===== src/rtl/lp_clkgate_pkg.sv =====
package lp_clkgate_pkg;

  // Register bit positions, decoded by software
  localparam int unsigned BIT_IDL = 0;
  localparam int unsigned BIT_PD  = 1;
  localparam int unsigned BIT_GF0 = 2;
  localparam int unsigned BIT_GF1 = 3;
  localparam int unsigned REG_W   = 8;

  typedef enum logic [1:0] {
    MODE_RUN    = 2'd0,
    MODE_IDLE   = 2'd1,
    MODE_DOWN   = 2'd2,
    MODE_SETTLE = 2'd3
  } lp_mode_e;

  typedef struct packed {
    logic [1:0] gf;
    logic       pd;
    logic       idl;
  } pcr_t;

endpackage


===== src/rtl/lp_rst_filter.sv =====
module lp_rst_filter #(
  parameter int unsigned HOLD = 24
) (
  input  logic clk,
  input  logic rst_n,
  input  logic pin_i,
  output logic clear_o
);
  localparam int unsigned CW = $clog2(HOLD + 1);
  localparam logic [CW-1:0] LAST = CW'(HOLD - 1);
  localparam logic [CW-1:0] TOP  = CW'(HOLD);

  logic [CW-1:0] cnt_q, cnt_d;

  always_comb begin
    cnt_d = cnt_q;
    if (!pin_i)          cnt_d = '0;
    else if (cnt_q != TOP) cnt_d = cnt_q + 1'b1;
  end

  always_ff @(posedge clk or negedge rst_n) begin
    if (!rst_n) cnt_q <= '0;
    else        cnt_q <= cnt_d;
  end

  // Takes effect at the edge that completes the HOLD-th high sample
  assign clear_o = pin_i && (cnt_q >= LAST);

endmodule


===== src/rtl/lp_pcr_reg.sv =====
module lp_pcr_reg
  import lp_clkgate_pkg::*;
(
  input  logic             clk,
  input  logic             rst_n,
  input  logic             clear_i,
  input  logic             wr_ok_i,
  input  logic [REG_W-1:0] wdata_i,
  input  logic             idl_clr_i,
  input  logic             pd_clr_i,
  output pcr_t             pcr_o,
  output logic [REG_W-1:0] rdata_o
);
  pcr_t pcr_q, pcr_d;

  always_comb begin
    pcr_d = pcr_q;
    if (clear_i) begin
      pcr_d = '0;
    end else if (wr_ok_i) begin
      pcr_d.gf  = {wdata_i[BIT_GF1], wdata_i[BIT_GF0]};
      pcr_d.pd  = wdata_i[BIT_PD];
      pcr_d.idl = wdata_i[BIT_IDL] & ~wdata_i[BIT_PD];
    end else begin
      if (idl_clr_i) pcr_d.idl = 1'b0;
      if (pd_clr_i)  pcr_d.pd  = 1'b0;
    end
  end

  always_ff @(posedge clk or negedge rst_n) begin
    if (!rst_n) pcr_q <= '0;
    else        pcr_q <= pcr_d;
  end

  always_comb begin
    rdata_o          = '0;
    rdata_o[BIT_IDL] = pcr_q.idl;
    rdata_o[BIT_PD]  = pcr_q.pd;
    rdata_o[BIT_GF0] = pcr_q.gf[0];
    rdata_o[BIT_GF1] = pcr_q.gf[1];
  end

  assign pcr_o = pcr_q;

endmodule


===== src/rtl/lp_mode_fsm.sv =====
module lp_mode_fsm
  import lp_clkgate_pkg::*;
#(
  parameter int unsigned SETTLE_CYC = 1536
) (
  input  logic     clk,
  input  logic     rst_n,
  input  logic     clear_i,
  input  logic     go_idle_i,
  input  logic     go_down_i,
  input  logic     ext_wake_i,
  input  logic     any_irq_i,
  output lp_mode_e mode_o,
  output logic     idle_exit_o,
  output logic     settle_done_o
);
  localparam int unsigned CW = $clog2(SETTLE_CYC + 1);
  localparam logic [CW-1:0] LAST = CW'(SETTLE_CYC - 1);

  lp_mode_e      mode_q, mode_d;
  logic [CW-1:0] cnt_q, cnt_d;

  always_comb begin
    mode_d        = mode_q;
    cnt_d         = cnt_q;
    idle_exit_o   = 1'b0;
    settle_done_o = 1'b0;
    if (clear_i) begin
      mode_d = MODE_RUN;
      cnt_d  = '0;
    end else begin
      unique case (mode_q)
        MODE_RUN: begin
          if (go_down_i)      mode_d = MODE_DOWN;
          else if (go_idle_i) mode_d = MODE_IDLE;
        end
        MODE_IDLE: begin
          if (ext_wake_i || any_irq_i) begin
            mode_d      = MODE_RUN;
            idle_exit_o = 1'b1;
          end
        end
        MODE_DOWN: begin
          if (ext_wake_i) begin
            mode_d = MODE_SETTLE;
            cnt_d  = '0;
          end
        end
        MODE_SETTLE: begin
          if (cnt_q == LAST) begin
            mode_d        = MODE_RUN;
            cnt_d         = '0;
            settle_done_o = 1'b1;
          end else begin
            cnt_d = cnt_q + 1'b1;
          end
        end
        default: mode_d = MODE_RUN;
      endcase
    end
  end

  always_ff @(posedge clk or negedge rst_n) begin
    if (!rst_n) begin
      mode_q <= MODE_RUN;
      cnt_q  <= '0;
    end else begin
      mode_q <= mode_d;
      cnt_q  <= cnt_d;
    end
  end

  assign mode_o = mode_q;

endmodule


===== src/rtl/lp_clkgate_ctrl.sv =====
module lp_clkgate_ctrl
  import lp_clkgate_pkg::*;
#(
  parameter int unsigned NUM_WAKE   = 8,
  parameter int unsigned SETTLE_CYC = 1536,
  parameter int unsigned RST_HOLD   = 24
) (
  input  logic                clk,
  input  logic                rst_n,
  input  logic                reg_wr_i,
  input  logic [7:0]          reg_wdata_i,
  output logic [7:0]          reg_rdata_o,
  input  logic [NUM_WAKE-1:0] ext_req_i,
  input  logic [NUM_WAKE-1:0] ext_en_i,
  input  logic                any_irq_i,
  input  logic                rst_pin_i,
  output logic                cpu_clk_en_o,
  output logic                per_clk_en_o,
  output logic                osc_run_o,
  output logic                strobe_force_o,
  output logic                strobe_level_o,
  output logic                wake_o
);
  logic                clear;
  logic                wr_ok;
  logic                go_idle, go_down;
  logic                ext_wake;
  logic                idle_exit, settle_done;
  logic [NUM_WAKE-1:0] armed;
  lp_mode_e            mode;
  pcr_t                pcr;
  logic                wake_q, wake_d;

  // Per-source qualification of the wake requests
  for (genvar g = 0; g < NUM_WAKE; g++) begin : g_wake_src
    assign armed[g] = ext_req_i[g] & ext_en_i[g];
  end
  assign ext_wake = |armed;

  lp_rst_filter #(.HOLD(RST_HOLD)) i_rst_filter (
    .clk     (clk),
    .rst_n   (rst_n),
    .pin_i   (rst_pin_i),
    .clear_o (clear)
  );

  assign wr_ok   = reg_wr_i && (mode == MODE_RUN) && !clear;
  assign go_down = wr_ok && reg_wdata_i[BIT_PD];
  assign go_idle = wr_ok && reg_wdata_i[BIT_IDL] && !reg_wdata_i[BIT_PD];

  lp_pcr_reg i_pcr_reg (
    .clk       (clk),
    .rst_n     (rst_n),
    .clear_i   (clear),
    .wr_ok_i   (wr_ok),
    .wdata_i   (reg_wdata_i),
    .idl_clr_i (idle_exit),
    .pd_clr_i  (settle_done),
    .pcr_o     (pcr),
    .rdata_o   (reg_rdata_o)
  );

  lp_mode_fsm #(.SETTLE_CYC(SETTLE_CYC)) i_mode_fsm (
    .clk           (clk),
    .rst_n         (rst_n),
    .clear_i       (clear),
    .go_idle_i     (go_idle),
    .go_down_i     (go_down),
    .ext_wake_i    (ext_wake),
    .any_irq_i     (any_irq_i),
    .mode_o        (mode),
    .idle_exit_o   (idle_exit),
    .settle_done_o (settle_done)
  );

  assign wake_d = idle_exit | settle_done;

  always_ff @(posedge clk or negedge rst_n) begin
    if (!rst_n) wake_q <= 1'b0;
    else        wake_q <= wake_d;
  end

  always_comb begin
    cpu_clk_en_o   = (mode == MODE_RUN);
    per_clk_en_o   = (mode == MODE_RUN) || (mode == MODE_IDLE);
    osc_run_o      = (mode != MODE_DOWN);
    strobe_force_o = (mode != MODE_RUN);
    strobe_level_o = (mode == MODE_IDLE);
  end

  assign wake_o = wake_q;

  logic unused_pcr;
  assign unused_pcr = ^pcr;

endmodule


===== config.mk =====
export PLATFORM = sky130hd
export DESIGN_NAME = lp_clkgate_ctrl
export DESIGN_NICKNAME = d
export VERILOG_FILES = /design/src/rtl/lp_clkgate_pkg.sv /design/src/rtl/lp_rst_filter.sv /design/src/rtl/lp_pcr_reg.sv /design/src/rtl/lp_mode_fsm.sv /design/src/rtl/lp_clkgate_ctrl.sv
export SDC_FILE = /design/constraint.sdc
export NUM_CORES = 1
export LEC_CHECK = 0
export ABC_AREA = 1
export BUFFER_PORTS_ARGS = -buffer_cell sky130_fd_sc_hd__buf_2
export CORE_MARGIN = 10
export CORE_UTILIZATION = 47
export DETAILED_ROUTE_END_ITERATION = 6
export GPL_TIMING_DRIVEN = 0
export PLACE_DENSITY = 0.79
export SLEW_MARGIN = 10
export SYNTH_ARGS = -nofsm -noshare
export SYNTH_HDL_FRONTEND = slang
export SYNTH_HIERARCHICAL = 1
export SYNTH_SLANG_ARGS = --single-unit
export TNS_END_PERCENT = 100

===== constraint.sdc =====
create_clock -name clk -period 1.7 [get_ports clk]
set_input_delay 0 -clock clk [delete_from_list [all_inputs] [get_ports clk]]
set_output_delay 0 -clock clk [all_outputs]
set_load 0.01 [all_outputs]

==> reports/metrics.csv <==
metric,value,unit
Chip Height,77.2,µm
reported leakage power,1.07,nW
largest fanout on the critical path,7,
ordered cell list for the critical path,buf_4 -> nand3_4 -> a31oi_4 -> buf_6 -> nor2_4 -> a21oi_4 -> nand3_2 -> nand2_1 -> nand2_1 -> nor2_1,
clock root buffer master,clkbuf_4,
drt first pass iters,6,
Placement Cell Area,0.00180,mm²
Starting Density,49.6,%
Horiz. Die Dim,77.2,µm
"Remaining Overflow, GRT",0,
most frequent cells in the layout,"nand2_1 (68), nor2_1 (34), buf_2 (33)",
switching pwr,0.870,mW
sequential share of the synthesized area,37.4,%
wire length of the first global-routing pass,6270,µm
TritonCTS Buffers,3,
post-detailed-route DRC marker count,0,
startpoint type of the worst setup path,register,
Routed Antenna Nets,0,
class of the most critical setup path,reg2reg,
Sw Ratio,43.1,%
Place WS,-0.141,ns
Syn. warnings,6,
Crit-path slowest cell,dfrtp_1,
IO Port Bufs,33,
Post-Synthesis Cells,226,
Final WS setup,0.0258,ns
part of the total power dissipated in the clock network,12.8,%
deepest clock path buffer count,2,
average instance area after synthesis,6.82,µm²
area of combinational cells with multiple inputs,856,µm²
Wirelength per Cell,11.2,µm
Synth top area share,37.4,%
antenna violations before repair,0,
number of register bits inferred by synthesis,23,
Final Max Slew Viols,0,
Peak VDD IR,945,µV
detailed-placement wirelength estimate,2630,µm
pin slew with the least headroom to its limit,0.522,ns
Worst Hold Class,in2async,
design internal power,1.15,mW
Area growth syn-to-layout,30.8,%
final critical-path required period,1.67,ns
overall die area,0.00597,mm²
max incr delay on CP,0.38,ns
"Distinct cells, synth",29,
CTS sink cnt,23,
Worst Hold Margin,0.175,ns
count of pins on the block boundary,43,
unrepaired setup endpoints after global routing,true,
maximum number of pins on one net before global-route repair,24,
biggest area consumer among synthesized cells,dfrtp_1,
number of nets in the final layout,315,
"most common cell after layout, fill and taps aside",nand2_1,
Via-to-Cell Ratio,4.57,
PnR Total Power,2.02,mW
number of max-capacitance violations reported,0,
maximum achievable frequency,597,MHz
"Design Area, Final",0.00201,mm²
TritonCTS clock tree,yes,
Std-Cell Core Area,0.00310,mm²
vias in the first global route,1494,
final worst path period share,98.5,%
Register Area,577,µm²
power per unit of standard cell area,1000,mW/mm²
worst endpoint data arrival time,1.93,ns
post-CTS clock slew at the launch and capture registers of the worst setup and hold paths,0.13,ns
standard-cell row count,20,
GRT Util Overall,12.1,%
critical path capture point type,register,
cells taking the most area after synthesis,"dfrtp_1 (37%), nand2_1 (17%), nor2_1 (8.8%), inv_1 (7.1%), buf_4 (4.4%)",
required time of the worst setup path,1.96,ns
cell mode on critical path,nand2_1,
final hold violation count,0,
H-tree depth,1,
combined area of all synthesized cells,0.00154,mm²
diode count,0,
latest clock arrival within the worst-skew pair,0.31,ns
status,"finished, final reports clean",
# fillers,293,
share of cells above drive strength 1,30.5,%
maximum clock skew at final layout,0.00357,ns
final-report setup violation count,0,
Slew HR,65.2,%
last weighted congestion value of the routability-driven placer,0.866,
sequential fraction of design power,39.1,%
count of vias placed by the detailed router,1491,
power share of the combinational group,48.1,%
number of DRC violations after detailed-routing iteration 0,29,
routed wire length,3650,µm
## stage by stage
| step | TNS (ns) | utilization (%) | instances |
|---|---|---|---|
| floorplan | 0 | - | 229 |
| global placement | -0.920 | 57.9 | 306 |
| detailed placement | -1.19 | 57.9 | 306 |
| CTS | -0.0664 | 64.0 | 326 |
| global route | -0.710 | 64.9 | 326 |
| finish | 0 | 64.9 | 326 |
## final timing paths
| kind | endpoint | startpoint | depth (start not counted) | slack (ns) |
|---|---|---|---|---|
| min in group clk | i_pcr_reg/pcr_o[3] | reg_wr_i | 9 | 0.21 |
| worst max-delay path | i_mode_fsm/cnt_q[10] | i_rst_filter/cnt_q[1] | 10 | 0.03 |
| worst min-delay path | i_mode_fsm/cnt_q[8] | rst_n | 2 | 0.17 |
| worst max register to register | i_mode_fsm/cnt_q[10] | i_rst_filter/cnt_q[1] | 10 | 0.03 |
| max in group asynchronous | i_rst_filter/cnt_q[2] | rst_n | 2 | 1.14 |
| worst min register to register | i_pcr_reg/pcr_o[3] | i_pcr_reg/pcr_o[3] | 2 | 0.50 |
## area by class of cell
cell class	count	area share, %
buffer	10	3.91
clock buffer	4	1.30
inverter	33	6.27
multi-input combinational	164	42.5
sequential	23	28.6
tap	44	2.73
timing repair buffer	48	14.7
## state kept, by name, indices dropped and copies added, names as in the netlist
signal and flops:
wake_o 1, i_rst_filter/cnt_q 5, i_mode_fsm/cnt_q 11, i_mode_fsm/mode_o 2
i_pcr_reg/pcr_o 4
## cells in the mapped netlist
cell type and count:
o21ai_0 4, inv_1 29, o211ai_1 1, clkinv_1 1
nor4_1 2, conb_1 1, o21ai_1 2, a21oi_2 3
nand3_1 12, nand2_1 70, nand3_2 2, nand4_1 1
nand2_4 1, a31oi_1 3, nand2_2 3, ha_1 3
nor2_1 36, dfrtp_1 23, a21oi_1 2, nor2_4 1
buf_4 9, nor3_2 2, nor3_1 2, or2_2 1
inv_2 3, nor2_2 5, buf_6 1, nand3b_1 2
o21bai_1 1
## power by group through the flow
stage	combinational [mW]	sequential (mW)	clock, mW
2_1_floorplan	0.639	0.769	0
3_3_place_gp	0.872	0.787	0
3_5_place_dp	0.894	0.795	0
4_1_cts	0.950	0.786	0.271
5_1_grt	1.10	0.807	0.291
6_report	0.972	0.789	0.258
## repair_timing
| action | CTS | global route |
|---|---|---|
| hold buffers | 7 | 0 |
| gates resized for setup | 7 | 9 |
| gates cloned | 1 | 0 |
| pin swaps | 9 | 4 |
| hold endpoints to repair | 33 | 0 |
| buffers inserted | 8 | 0 |
| setup endpoints to repair | 15 | 13 |
## layer usage
metal,up-vias,global-route usage (%),routed length (µm)
met3,4,3.85,133
met5,-,0,0
met4,0,0.547,22
li1,800,-,-
met2,21,24.1,1870
met1,666,12.4,1630
## cell families after synthesis
kind of cell / count (synthesis) / synth area share, %
flip-flops: 23 / 37.4
AND/OR/NAND/NOR: 140 / 40.3
AO/OA/AOI/OAI: 16 / 6.50
adder cells (fa/ha/maj): 3 / 2.44
buffers and inverters: 43 / 13.2
other: 1 / 0.243
## critical path: cells and delay by family (launching register included)
| kind | cells | cell delay [ns] |
|---|---|---|
| DFF | 1 | 0.38 |
| AOI/OAI and AO/OA | 2 | 0.49 |
| buffers and inverters | 2 | 0.31 |
| and+or+nand+nor | 6 | 0.43 |
Power figures use the tool's default switching activity.
